File: src/rtl/fcd_pkg.sv
package fcd_pkg;

  typedef enum logic [1:0] {
    MODE_READ  = 2'd0,
    MODE_ID    = 2'd1,
    MODE_QUERY = 2'd2
  } fcd_mode_e;

  typedef enum logic [2:0] {
    SQ_IDLE, SQ_U1, SQ_U2, SQ_PROG, SQ_E1, SQ_E2, SQ_E3
  } fcd_seq_e;

  typedef enum logic [1:0] {
    EK_NONE, EK_SECTOR, EK_BLOCK, EK_CHIP
  } fcd_ekind_e;

  typedef struct packed {
    logic prog;
    logic sec;
    logic blk;
    logic chip;
    logic susp;
    logic resume;
    logic id;
    logic query;
    logic leave;
  } fcd_req_t;

  localparam logic [7:0] CMD_KEY1   = 8'hAA;
  localparam logic [7:0] CMD_KEY2   = 8'h55;
  localparam logic [7:0] CMD_PROG   = 8'hA0;
  localparam logic [7:0] CMD_ERASE  = 8'h80;
  localparam logic [7:0] CMD_SECT   = 8'h30;
  localparam logic [7:0] CMD_BLOCK  = 8'h50;
  localparam logic [7:0] CMD_CHIP   = 8'h10;
  localparam logic [7:0] CMD_SUSP   = 8'hB0;
  localparam logic [7:0] CMD_RESUME = 8'h30;
  localparam logic [7:0] CMD_IDENT  = 8'h90;
  localparam logic [7:0] CMD_QUERY  = 8'h98;
  localparam logic [7:0] CMD_LEAVE  = 8'hF0;

  // Index of the sector or block that holds an address.
  function automatic logic [31:0] region_of(input logic [31:0] a, input int unsigned lsb);
    return a >> lsb;
  endfunction

  // True when an address falls in the protectable boot block.
  function automatic logic in_boot(input logic [31:0] a, input int unsigned addr_w,
                                   input int unsigned blk_lsb, input logic top);
    logic [31:0] blk;
    logic [31:0] mask;
    blk  = a >> blk_lsb;
    mask = (32'd1 << (addr_w - blk_lsb)) - 32'd1;
    blk  = blk & mask;
    return top ? (blk == mask) : (blk == 32'd0);
  endfunction

endpackage

File: src/rtl/fcd_seq_fsm.sv
module fcd_seq_fsm
  import fcd_pkg::*;
#(
  parameter int unsigned ADDR_W = 20
) (
  input  logic              clk,
  input  logic              rst_n,
  input  logic              wr_valid,
  input  logic [ADDR_W-1:0] wr_addr,
  input  logic [7:0]        cmd_byte,
  input  logic              arr_busy,
  input  logic              arr_erasing,
  output fcd_req_t          req,
  output logic              seq_abort
);

  localparam logic [ADDR_W-1:0] KEY_A1  = ADDR_W'(32'h5555);
  localparam logic [ADDR_W-1:0] KEY_A2  = ADDR_W'(32'h2AAA);
  localparam logic [ADDR_W-1:0] QUICK_Q = ADDR_W'(32'h0055);

  fcd_seq_e state, nxt;
  logic     cyc_live, at_a1, at_a2, at_q;

  assign cyc_live = wr_valid && !arr_busy;
  assign at_a1    = (wr_addr == KEY_A1);
  assign at_a2    = (wr_addr == KEY_A2);
  assign at_q     = (wr_addr == QUICK_Q);

  always_comb begin
    nxt       = state;
    req       = '0;
    seq_abort = 1'b0;
    if (wr_valid && arr_busy && arr_erasing && cmd_byte == CMD_SUSP) req.susp = 1'b1;
    if (cyc_live) begin
      case (state)
        SQ_IDLE: begin
          if (at_a1 && cmd_byte == CMD_KEY1)       nxt = SQ_U1;
          else if (cmd_byte == CMD_LEAVE)          req.leave  = 1'b1;
          else if (at_q && cmd_byte == CMD_QUERY)  req.query  = 1'b1;
          else if (cmd_byte == CMD_RESUME)         req.resume = 1'b1;
        end
        SQ_U1: begin
          if (at_a2 && cmd_byte == CMD_KEY2) nxt = SQ_U2;
          else begin nxt = SQ_IDLE; seq_abort = 1'b1; end
        end
        SQ_U2: begin
          nxt = SQ_IDLE;
          if (!at_a1) seq_abort = 1'b1;
          else begin
            case (cmd_byte)
              CMD_PROG:  nxt = SQ_PROG;
              CMD_ERASE: nxt = SQ_E1;
              CMD_IDENT: req.id    = 1'b1;
              CMD_QUERY: req.query = 1'b1;
              CMD_LEAVE: req.leave = 1'b1;
              default:   seq_abort = 1'b1;
            endcase
          end
        end
        SQ_PROG: begin
          req.prog = 1'b1;
          nxt      = SQ_IDLE;
        end
        SQ_E1: begin
          if (at_a1 && cmd_byte == CMD_KEY1) nxt = SQ_E2;
          else begin nxt = SQ_IDLE; seq_abort = 1'b1; end
        end
        SQ_E2: begin
          if (at_a2 && cmd_byte == CMD_KEY2) nxt = SQ_E3;
          else begin nxt = SQ_IDLE; seq_abort = 1'b1; end
        end
        SQ_E3: begin
          nxt = SQ_IDLE;
          if (cmd_byte == CMD_SECT)                 req.sec  = 1'b1;
          else if (cmd_byte == CMD_BLOCK)           req.blk  = 1'b1;
          else if (at_a1 && cmd_byte == CMD_CHIP)   req.chip = 1'b1;
          else                                      seq_abort = 1'b1;
        end
        default: nxt = SQ_IDLE;
      endcase
    end
  end

  always_ff @(posedge clk or negedge rst_n) begin
    if (!rst_n) state <= SQ_IDLE;
    else        state <= nxt;
  end

  AST_SEQ_HOLD_BUSY: assert property (@(posedge clk) disable iff (!rst_n)
    (wr_valid && arr_busy) |=> (state == $past(state)));

  AST_ABORT_NO_REQ: assert property (@(posedge clk) disable iff (!rst_n)
    seq_abort |-> !(req.prog || req.sec || req.blk || req.chip));

endmodule

File: src/rtl/fcd_guard.sv
module fcd_guard
  import fcd_pkg::*;
#(
  parameter int unsigned ADDR_W     = 20,
  parameter int unsigned SECTOR_LSB = 11,
  parameter int unsigned BLOCK_LSB  = 15,
  parameter bit          BOOT_TOP   = 1'b0
) (
  input  fcd_req_t          req,
  input  logic [ADDR_W-1:0] wr_addr,
  input  logic              wp_n,
  input  logic              susp_active,
  input  fcd_ekind_e        erase_kind,
  input  logic [ADDR_W-1:0] erase_addr,
  output fcd_req_t          grant,
  output logic              drop_wp,
  output logic              drop_susp
);

  logic boot_hit, same_sec, same_blk, susp_clash, prot;

  assign boot_hit = in_boot(32'(wr_addr), ADDR_W, BLOCK_LSB, BOOT_TOP);
  assign same_sec = region_of(32'(wr_addr), SECTOR_LSB) == region_of(32'(erase_addr), SECTOR_LSB);
  assign same_blk = region_of(32'(wr_addr), BLOCK_LSB)  == region_of(32'(erase_addr), BLOCK_LSB);
  assign susp_clash = susp_active &&
                      ((erase_kind == EK_SECTOR && same_sec) || (erase_kind == EK_BLOCK && same_blk));
  assign prot = !wp_n && boot_hit;

  always_comb begin
    grant        = req;
    grant.prog   = req.prog && !prot && !susp_clash;
    grant.sec    = req.sec  && !prot && !susp_active;
    grant.blk    = req.blk  && !prot && !susp_active;
    grant.chip   = req.chip && wp_n  && !susp_active;
    grant.susp   = req.susp && !susp_active &&
                   (erase_kind == EK_SECTOR || erase_kind == EK_BLOCK);
    grant.resume = req.resume && susp_active;
  end

  assign drop_wp   = ((req.prog || req.sec || req.blk) && prot) || (req.chip && !wp_n);
  assign drop_susp = (req.prog && susp_clash) || ((req.sec || req.blk || req.chip) && susp_active);

endmodule

File: src/rtl/fcd_mode_ctl.sv
module fcd_mode_ctl
  import fcd_pkg::*;
#(
  parameter int unsigned ADDR_W = 20,
  parameter int unsigned DATA_W = 16
) (
  input  logic              clk,
  input  logic              rst_n,
  input  fcd_req_t          grant,
  input  logic              seq_abort,
  input  logic [ADDR_W-1:0] wr_addr,
  input  logic [DATA_W-1:0] wr_data,
  output logic              prog_go,
  output logic              sec_erase_go,
  output logic              blk_erase_go,
  output logic              chip_erase_go,
  output logic              suspend_go,
  output logic              resume_go,
  output logic [ADDR_W-1:0] tgt_addr,
  output logic [DATA_W-1:0] tgt_data,
  output fcd_mode_e         mode,
  output logic              susp_active,
  output fcd_ekind_e        erase_kind,
  output logic [ADDR_W-1:0] erase_addr
);

  logic starts_op;
  assign starts_op = grant.prog || grant.sec || grant.blk || grant.chip;

  always_ff @(posedge clk or negedge rst_n) begin
    if (!rst_n) begin
      prog_go       <= 1'b0;
      sec_erase_go  <= 1'b0;
      blk_erase_go  <= 1'b0;
      chip_erase_go <= 1'b0;
      suspend_go    <= 1'b0;
      resume_go     <= 1'b0;
      tgt_addr      <= '0;
      tgt_data      <= '0;
      mode          <= MODE_READ;
      susp_active   <= 1'b0;
      erase_kind    <= EK_NONE;
      erase_addr    <= '0;
    end else begin
      prog_go       <= grant.prog;
      sec_erase_go  <= grant.sec;
      blk_erase_go  <= grant.blk;
      chip_erase_go <= grant.chip;
      suspend_go    <= grant.susp;
      resume_go     <= grant.resume;
      if (starts_op) begin
        tgt_addr <= wr_addr;
        tgt_data <= wr_data;
      end
      if (grant.sec)       begin erase_kind <= EK_SECTOR; erase_addr <= wr_addr; end
      else if (grant.blk)  begin erase_kind <= EK_BLOCK;  erase_addr <= wr_addr; end
      else if (grant.chip) begin erase_kind <= EK_CHIP;   erase_addr <= wr_addr; end
      if (grant.susp)        susp_active <= 1'b1;
      else if (grant.resume) susp_active <= 1'b0;
      if (grant.id)                        mode <= MODE_ID;
      else if (grant.query)                mode <= MODE_QUERY;
      else if (grant.leave || seq_abort)   mode <= MODE_READ;
    end
  end

  AST_ONE_STROBE: assert property (@(posedge clk) disable iff (!rst_n)
    $onehot0({prog_go, sec_erase_go, blk_erase_go, chip_erase_go, suspend_go, resume_go}));

  AST_SUSP_AFTER_ERASE: assert property (@(posedge clk) disable iff (!rst_n)
    $rose(susp_active) |-> (erase_kind == EK_SECTOR || erase_kind == EK_BLOCK));

  AST_RESUME_CLEARS: assert property (@(posedge clk) disable iff (!rst_n)
    resume_go |-> !susp_active);

endmodule

File: src/rtl/flash_cmd_decoder.sv
module flash_cmd_decoder
  import fcd_pkg::*;
#(
  parameter int unsigned ADDR_W     = 20,
  parameter int unsigned DATA_W     = 16,
  parameter int unsigned SECTOR_LSB = 11,
  parameter int unsigned BLOCK_LSB  = 15,
  parameter bit          BOOT_TOP   = 1'b0
) (
  input  logic              clk,
  input  logic              rst_n,
  input  logic              wr_valid,
  input  logic [ADDR_W-1:0] wr_addr,
  input  logic [DATA_W-1:0] wr_data,
  input  logic              wp_n,
  input  logic              arr_busy,
  input  logic              arr_erasing,
  output logic              prog_go,
  output logic              sec_erase_go,
  output logic              blk_erase_go,
  output logic              chip_erase_go,
  output logic              suspend_go,
  output logic              resume_go,
  output logic [ADDR_W-1:0] tgt_addr,
  output logic [DATA_W-1:0] tgt_data,
  output logic [1:0]        mode,
  output logic              susp_active
);

  localparam logic [ADDR_W-1:0] CHIP_A = ADDR_W'(32'h5555);

  fcd_req_t          req, grant;
  logic              seq_abort, drop_wp, drop_susp;
  fcd_ekind_e        erase_kind;
  logic [ADDR_W-1:0] erase_addr;
  fcd_mode_e         mode_q;

  fcd_seq_fsm #(.ADDR_W(ADDR_W)) i_seq (
    .clk         (clk),
    .rst_n       (rst_n),
    .wr_valid    (wr_valid),
    .wr_addr     (wr_addr),
    .cmd_byte    (wr_data[7:0]),
    .arr_busy    (arr_busy),
    .arr_erasing (arr_erasing),
    .req         (req),
    .seq_abort   (seq_abort)
  );

  fcd_guard #(
    .ADDR_W(ADDR_W), .SECTOR_LSB(SECTOR_LSB), .BLOCK_LSB(BLOCK_LSB), .BOOT_TOP(BOOT_TOP)
  ) i_guard (
    .req         (req),
    .wr_addr     (wr_addr),
    .wp_n        (wp_n),
    .susp_active (susp_active),
    .erase_kind  (erase_kind),
    .erase_addr  (erase_addr),
    .grant       (grant),
    .drop_wp     (drop_wp),
    .drop_susp   (drop_susp)
  );

  fcd_mode_ctl #(.ADDR_W(ADDR_W), .DATA_W(DATA_W)) i_mode (
    .clk           (clk),
    .rst_n         (rst_n),
    .grant         (grant),
    .seq_abort     (seq_abort),
    .wr_addr       (wr_addr),
    .wr_data       (wr_data),
    .prog_go       (prog_go),
    .sec_erase_go  (sec_erase_go),
    .blk_erase_go  (blk_erase_go),
    .chip_erase_go (chip_erase_go),
    .suspend_go    (suspend_go),
    .resume_go     (resume_go),
    .tgt_addr      (tgt_addr),
    .tgt_data      (tgt_data),
    .mode          (mode_q),
    .susp_active   (susp_active),
    .erase_kind    (erase_kind),
    .erase_addr    (erase_addr)
  );

  assign mode = mode_q;

  AST_BUSY_SILENT: assert property (@(posedge clk) disable iff (!rst_n)
    (wr_valid && arr_busy) |=> !(prog_go || sec_erase_go || blk_erase_go || chip_erase_go || resume_go));

  AST_BUSY_MODE_HOLD: assert property (@(posedge clk) disable iff (!rst_n)
    arr_busy |=> (mode == $past(mode)));

  AST_WP_NO_CHIP: assert property (@(posedge clk) disable iff (!rst_n)
    (wr_valid && !wp_n) |=> !chip_erase_go);

  AST_WP_BOOT_SAFE: assert property (@(posedge clk) disable iff (!rst_n)
    ((prog_go || sec_erase_go || blk_erase_go) && !$past(wp_n))
      |-> !in_boot(32'(tgt_addr), ADDR_W, BLOCK_LSB, BOOT_TOP));

  AST_WP_DROP_QUIET: assert property (@(posedge clk) disable iff (!rst_n)
    (drop_wp || drop_susp) |=> !(prog_go || sec_erase_go || blk_erase_go || chip_erase_go));

  AST_RESUME_NEEDS_SUSP: assert property (@(posedge clk) disable iff (!rst_n)
    resume_go |-> $past(susp_active));

  AST_CHIP_ADDR: assert property (@(posedge clk) disable iff (!rst_n)
    chip_erase_go |-> (tgt_addr == CHIP_A));

endmodule

File: config.mk
export PLATFORM = sky130hd
export DESIGN_NAME = flash_cmd_decoder
export DESIGN_NICKNAME = d
export VERILOG_FILES = /design/src/rtl/fcd_pkg.sv /design/src/rtl/fcd_seq_fsm.sv /design/src/rtl/fcd_guard.sv /design/src/rtl/fcd_mode_ctl.sv /design/src/rtl/flash_cmd_decoder.sv
export SDC_FILE = /design/constraint.sdc
export NUM_CORES = 1
export LEC_CHECK = 0
export ABC_AREA = 0
export BUFFER_PORTS_ARGS = -buffer_cell sky130_fd_sc_hd__buf_2
export CAP_MARGIN = 5
export CORE_MARGIN = 4
export CORE_UTILIZATION = 53
export DETAILED_ROUTE_END_ITERATION = 8
export GPL_TIMING_DRIVEN = 0
export PLACE_DENSITY = 0.81
export SLEW_MARGIN = 5
export SYNTH_ARGS = -nofsm -noshare
export SYNTH_HDL_FRONTEND = slang
export SYNTH_HIERARCHICAL = 1
export SYNTH_SLANG_ARGS = --single-unit
File: constraint.sdc
create_clock -name clk -period 2.76 [get_ports clk]
set_input_delay 0.138 -clock clk [delete_from_list [all_inputs] [get_ports clk]]
set_output_delay 0.138 -clock clk [all_outputs]
set_load 0.01 [all_outputs]
# --- Word level (Yosys, flattened, before mapping) ---
# Index checks and enable logic that the tools add are counted.
classes:
  reduce_logical: 42
  n_eq_ne: 25
  mux: 50
op_table:
  columns: ["cell", "n"]
  rows:
  - ["$mux W20", 3]
  - ["$eq A8 B8 Y1 const B", 7]
  - ["$logic_not A32 Y1", 1]
  - ["$mux W1", 26]
  - ["$logic_and A1 B1 Y1", 23]
  - ["$eq A20 B14 Y1 const B", 1]
  - ["$eq A20 B15 Y1 const B", 1]
  - ["$eq A20 B7 Y1 const B", 1]
  - ["$mux W2", 9]
  - ["$mux W3", 6]
  - ["$eq A8 B7 Y1 const B", 2]
  - ["$pmux W3 S5", 1]
  - ["$eq A3 B3 Y1 const B", 3]
  - ["$eq A9 B9 Y1", 1]
  - ["$eq A8 B5 Y1 const B", 1]
  - ["$eq A8 B6 Y1 const B", 1]
  - ["$mux W4", 2]
  - ["$eq A3 B2 Y1 const B", 2]
  - ["$logic_or A1 B1 Y1", 6]
  - ["$pmux W3 S2", 1]
  - ["$reduce_bool A3 Y1", 2]
  - ["$eq A5 B5 Y1", 1]
  - ["$logic_not A1 Y1", 5]
  - ["$reduce_or A5 Y1", 1]
  - ["10 further kinds", 10]
word_totals:
  register_bits: 70
  in_bits: 42
  word_cells: 130

# --- Depth between registers and ports, before layout ---
depth:
  depth_word: 12
  ltp_mapped: 10
  ltp_nobuf: 8

# --- Modules after synthesis ---
# The synthesis kept the hierarchy.
by_module_without_submodules:
  columns: ["mod", "area_each_um2", "instances", "cells_each", "seq_area_each_um2"]
  rows:
  - ["fcd_mode_ctl", 2438.6, 1, 141, 1676.6]
  - ["fcd_seq_fsm", 678.2, 1, 99, 75.1]
  - ["fcd_guard", 270.3, 1, 38, 0.0]

# --- Least setup slack after synthesis ---
# OpenSTA, ideal clock, no wires.
synth_path:
  path_kind: "input to register"
  start: "input port wr_data[0]"
  end: "register i_mode.tgt_addr[14]"
  setup_slack_ns: 0.311
  cell_stages: 8
  required_ns: 2.633
  setup_ns: 0.127
  n_path_buf: 1
  arrival_ns: 2.322
  path_cell_list: "or4_1 nor3_1 nand3_1 nor2_1 nor3b_1 nor4_4 buf_6 mux2_1"
synth_lines:
  columns: ["element", "line_no", "text"]
  rows:
  - ["start: declaration", "flash_cmd_decoder.sv:14", "input logic [DATA_W-1:0] wr_data,"]
  - ["end signal: assignment", "fcd_mode_ctl.sv:52", "tgt_addr <= wr_addr;"]
  - ["end: declaration", "fcd_mode_ctl.sv:19", "output logic [ADDR_W-1:0] tgt_addr,"]

==> results.py <==
metrics = {
    "outcome": {
        "outcome": "completed",
    },
    "layout": {
        "drive_gt1_share_pct": 47.9,
        "diodes": 0,
        "fin_nets": 398,
        "final_core_util_pct": 70.4,
        "syn2layout_area_growth_pct": 25.5,
    },
    "sta": {
        "period_share_pct": 92.0,
        "skew_ps": 11.8,
        "setup_viol": 0,
        "finalSetupTns_ps": 0,
        "fmax_ghz": 0.394,
        "fin_crit_ps": 2540,
        "rsz0062_at_grt": "false",
        "drv_slew": 0,
        "max_slew.worst_pin.slew_ps": 723,
        "timing.final.hold_violations": 0,
        "max_slew_margin_pct": 51.8,
    },
    "clock_tree": {
        "htree_num_levels": 3,
        "cts_tree": "done",
        "clkTransAtPathRegs_ps": 60,
        "cts_buffer_depth": 2,
        "clock-sinks": 59,
        "cts_made_buffers": 9,
        "clkLatencyLatePin_ps": 340,
        "cts_root_buf": "clkbuf_8",
    },
    "placed_design": {
        "portBuffers": 86,
        "dpl.hpwl_mm": 5.23,
        "gp_congestion": 0.971,
    },
    "power": {
        "ir_worst_vdd_v": 0.000326,
        "powerDensity_mw_per_mm2": 448,
        "finalPower_mw": 1.66,
        "cellLeakagePower_nw": 2.01,
    },
    "critical_path": {
        "start_kind": "register",
        "cp.required_ps": 2980,
        "r2r_slack_ps": 220,
        "end_kind": "register",
        "cp_max_fo": 10,
        "arrival_ps": 2750,
        "crit_type": "reg -> reg",
    },
    "min_path": {
        "hold_class": "in -> reg",
    },
    "drt": {
        "viasPerCell": 5.60,
        "routedWlPerCell_um": 16.6,
        "drtIter0Drc": 163,
        "ant_nets": 0,
        "vias": 2402,
        "drt-pass1-iter-count": 5,
        "drc": 0,
        "drt-total-wl_mm": 7.14,
    },
    "yosys": {
        "yosys_warnings": 6,
        "syn-instance-count": 251,
        "syn_area_sq_mm": 0.00296,
        "synth_nets": 295,
        "avgSynthCellArea_sq_um": 11.8,
    },
    "global_route": {
        "antenna_found_initial": 0,
        "grt_max_degree": 60,
        "grt_use_total_pct": 22.0,
        "overflow": 0,
        "grt_pass1_wl_mm": 11.2,
        "grt_pass1_vias": 2331,
    },
    "floorplan": {
        "rows": 26,
        "start_util_pct": 56.1,
        "ios": 87,
        "die_height_um": 82.7,
        "core_area_sq_mm": 0.00527,
        "dieArea_sq_mm": 0.00684,
        "die_w_um": 82.7,
    },
    "job": {
        "maxCapViolCount": 0,
    },
}
[layout by cell type, fill, tap and decap left out, types with 3 or more instances in the layout]
cell and count:
nor3_1 13, xor2_1 8, and3_1 4, clkbuf_1 5, dfrtp_1 59, nor2_1 15
and2_1 3, buf_2 88, nand2_1 12, clkbuf_8 9, nor4b_1 4, nand4_1 5
nor4_1 6, nand3_1 7, buf_6 4, nor3b_2 3, inv_1 7, mux2_2 43
buf_4 10
[layer usage]
layer  GRT usage (%)  vias to the layer above  wire [um]
li1                -                     1123          -
met1            28.2                     1159       2940
met2            35.5                      104       3560
met3            4.99                       16        466
met4            9.97                        0        167
met5               0                        -          0
[cell type report]
type | instances | area [sq um]
well taps | 70 | 87.6
plain buffers | 15 | 106
clock buffers | 11 | 131
multi-input cells | 170 | 1360
inverters | 7 | 26.3
repair buffers | 92 | 480
flip-flops and latches | 59 | 1480
fillers | 404 | 1560
clock inverters | 5 | 38.8
[critical path, stage by stage (launching register included)]
cell and delay [ps]:
dfrtp_1 320, clkbuf_1 340, nand4b_1 240, nor2_1 160
and3_1 160, inv_1 50, nor3b_2 410, nor4_4 70
buf_4 200, buf_6 160, mux2_1 310
[path summary, 6_finish.rpt]
check                               startpoint  cells after the start                    to
max in group asynchronous                rst_n                      2    i_mode/tgt_data[2]
min in group asynchronous                rst_n                      2  i_mode/chip_erase_go
min                                 wr_data[8]                      2    i_mode/tgt_data[8]
min reg2reg                i_mode/tgt_addr[14]                      1   i_mode/tgt_addr[14]
max                             i_seq/state[1]                     10   i_mode/tgt_addr[14]
max reg2reg                     i_seq/state[1]                     10   i_mode/tgt_addr[14]
[flip-flops by register name, indices dropped and copies added, names as in the netlist, 2 cells and up]
name,count
i_mode/tgt_data,16
i_mode/mode,2
i_mode/tgt_addr,20
i_mode/erase_addr,9
i_seq/state,3
i_mode/erase_kind,2
[power by group]
group / switching (mW) / internal, mW / leakage [nW]
sequential: 0.00000641 / 0.864 / 0.825
combinational: 0.0690 / 0.0418 / 1.11
clock: 0.358 / 0.330 / 0.0839
total: 0.428 / 1.24 / 2.01
[per-stage QoR]
stage	cells	area (sq um)	hold slack (ps)	setup WS [ps]
after floorplan	251	2960	-158	389
after global placement	407	3480	373	-159
after detailed placement	407	3480	377	-206
after CTS	423	3650	30.0	24.2
after global routing	429	3710	26.5	69.5
final	429	3710	33.6	221
[what timing repair did]
action	CTS	global route
endpoints found under the hold margin	0	59
resized for setup	0	3
hold buffers	0	1
endpoints found under the setup margin	0	43
buffers inserted	0	5
Note: power is estimated with default switching activity, not from simulation.
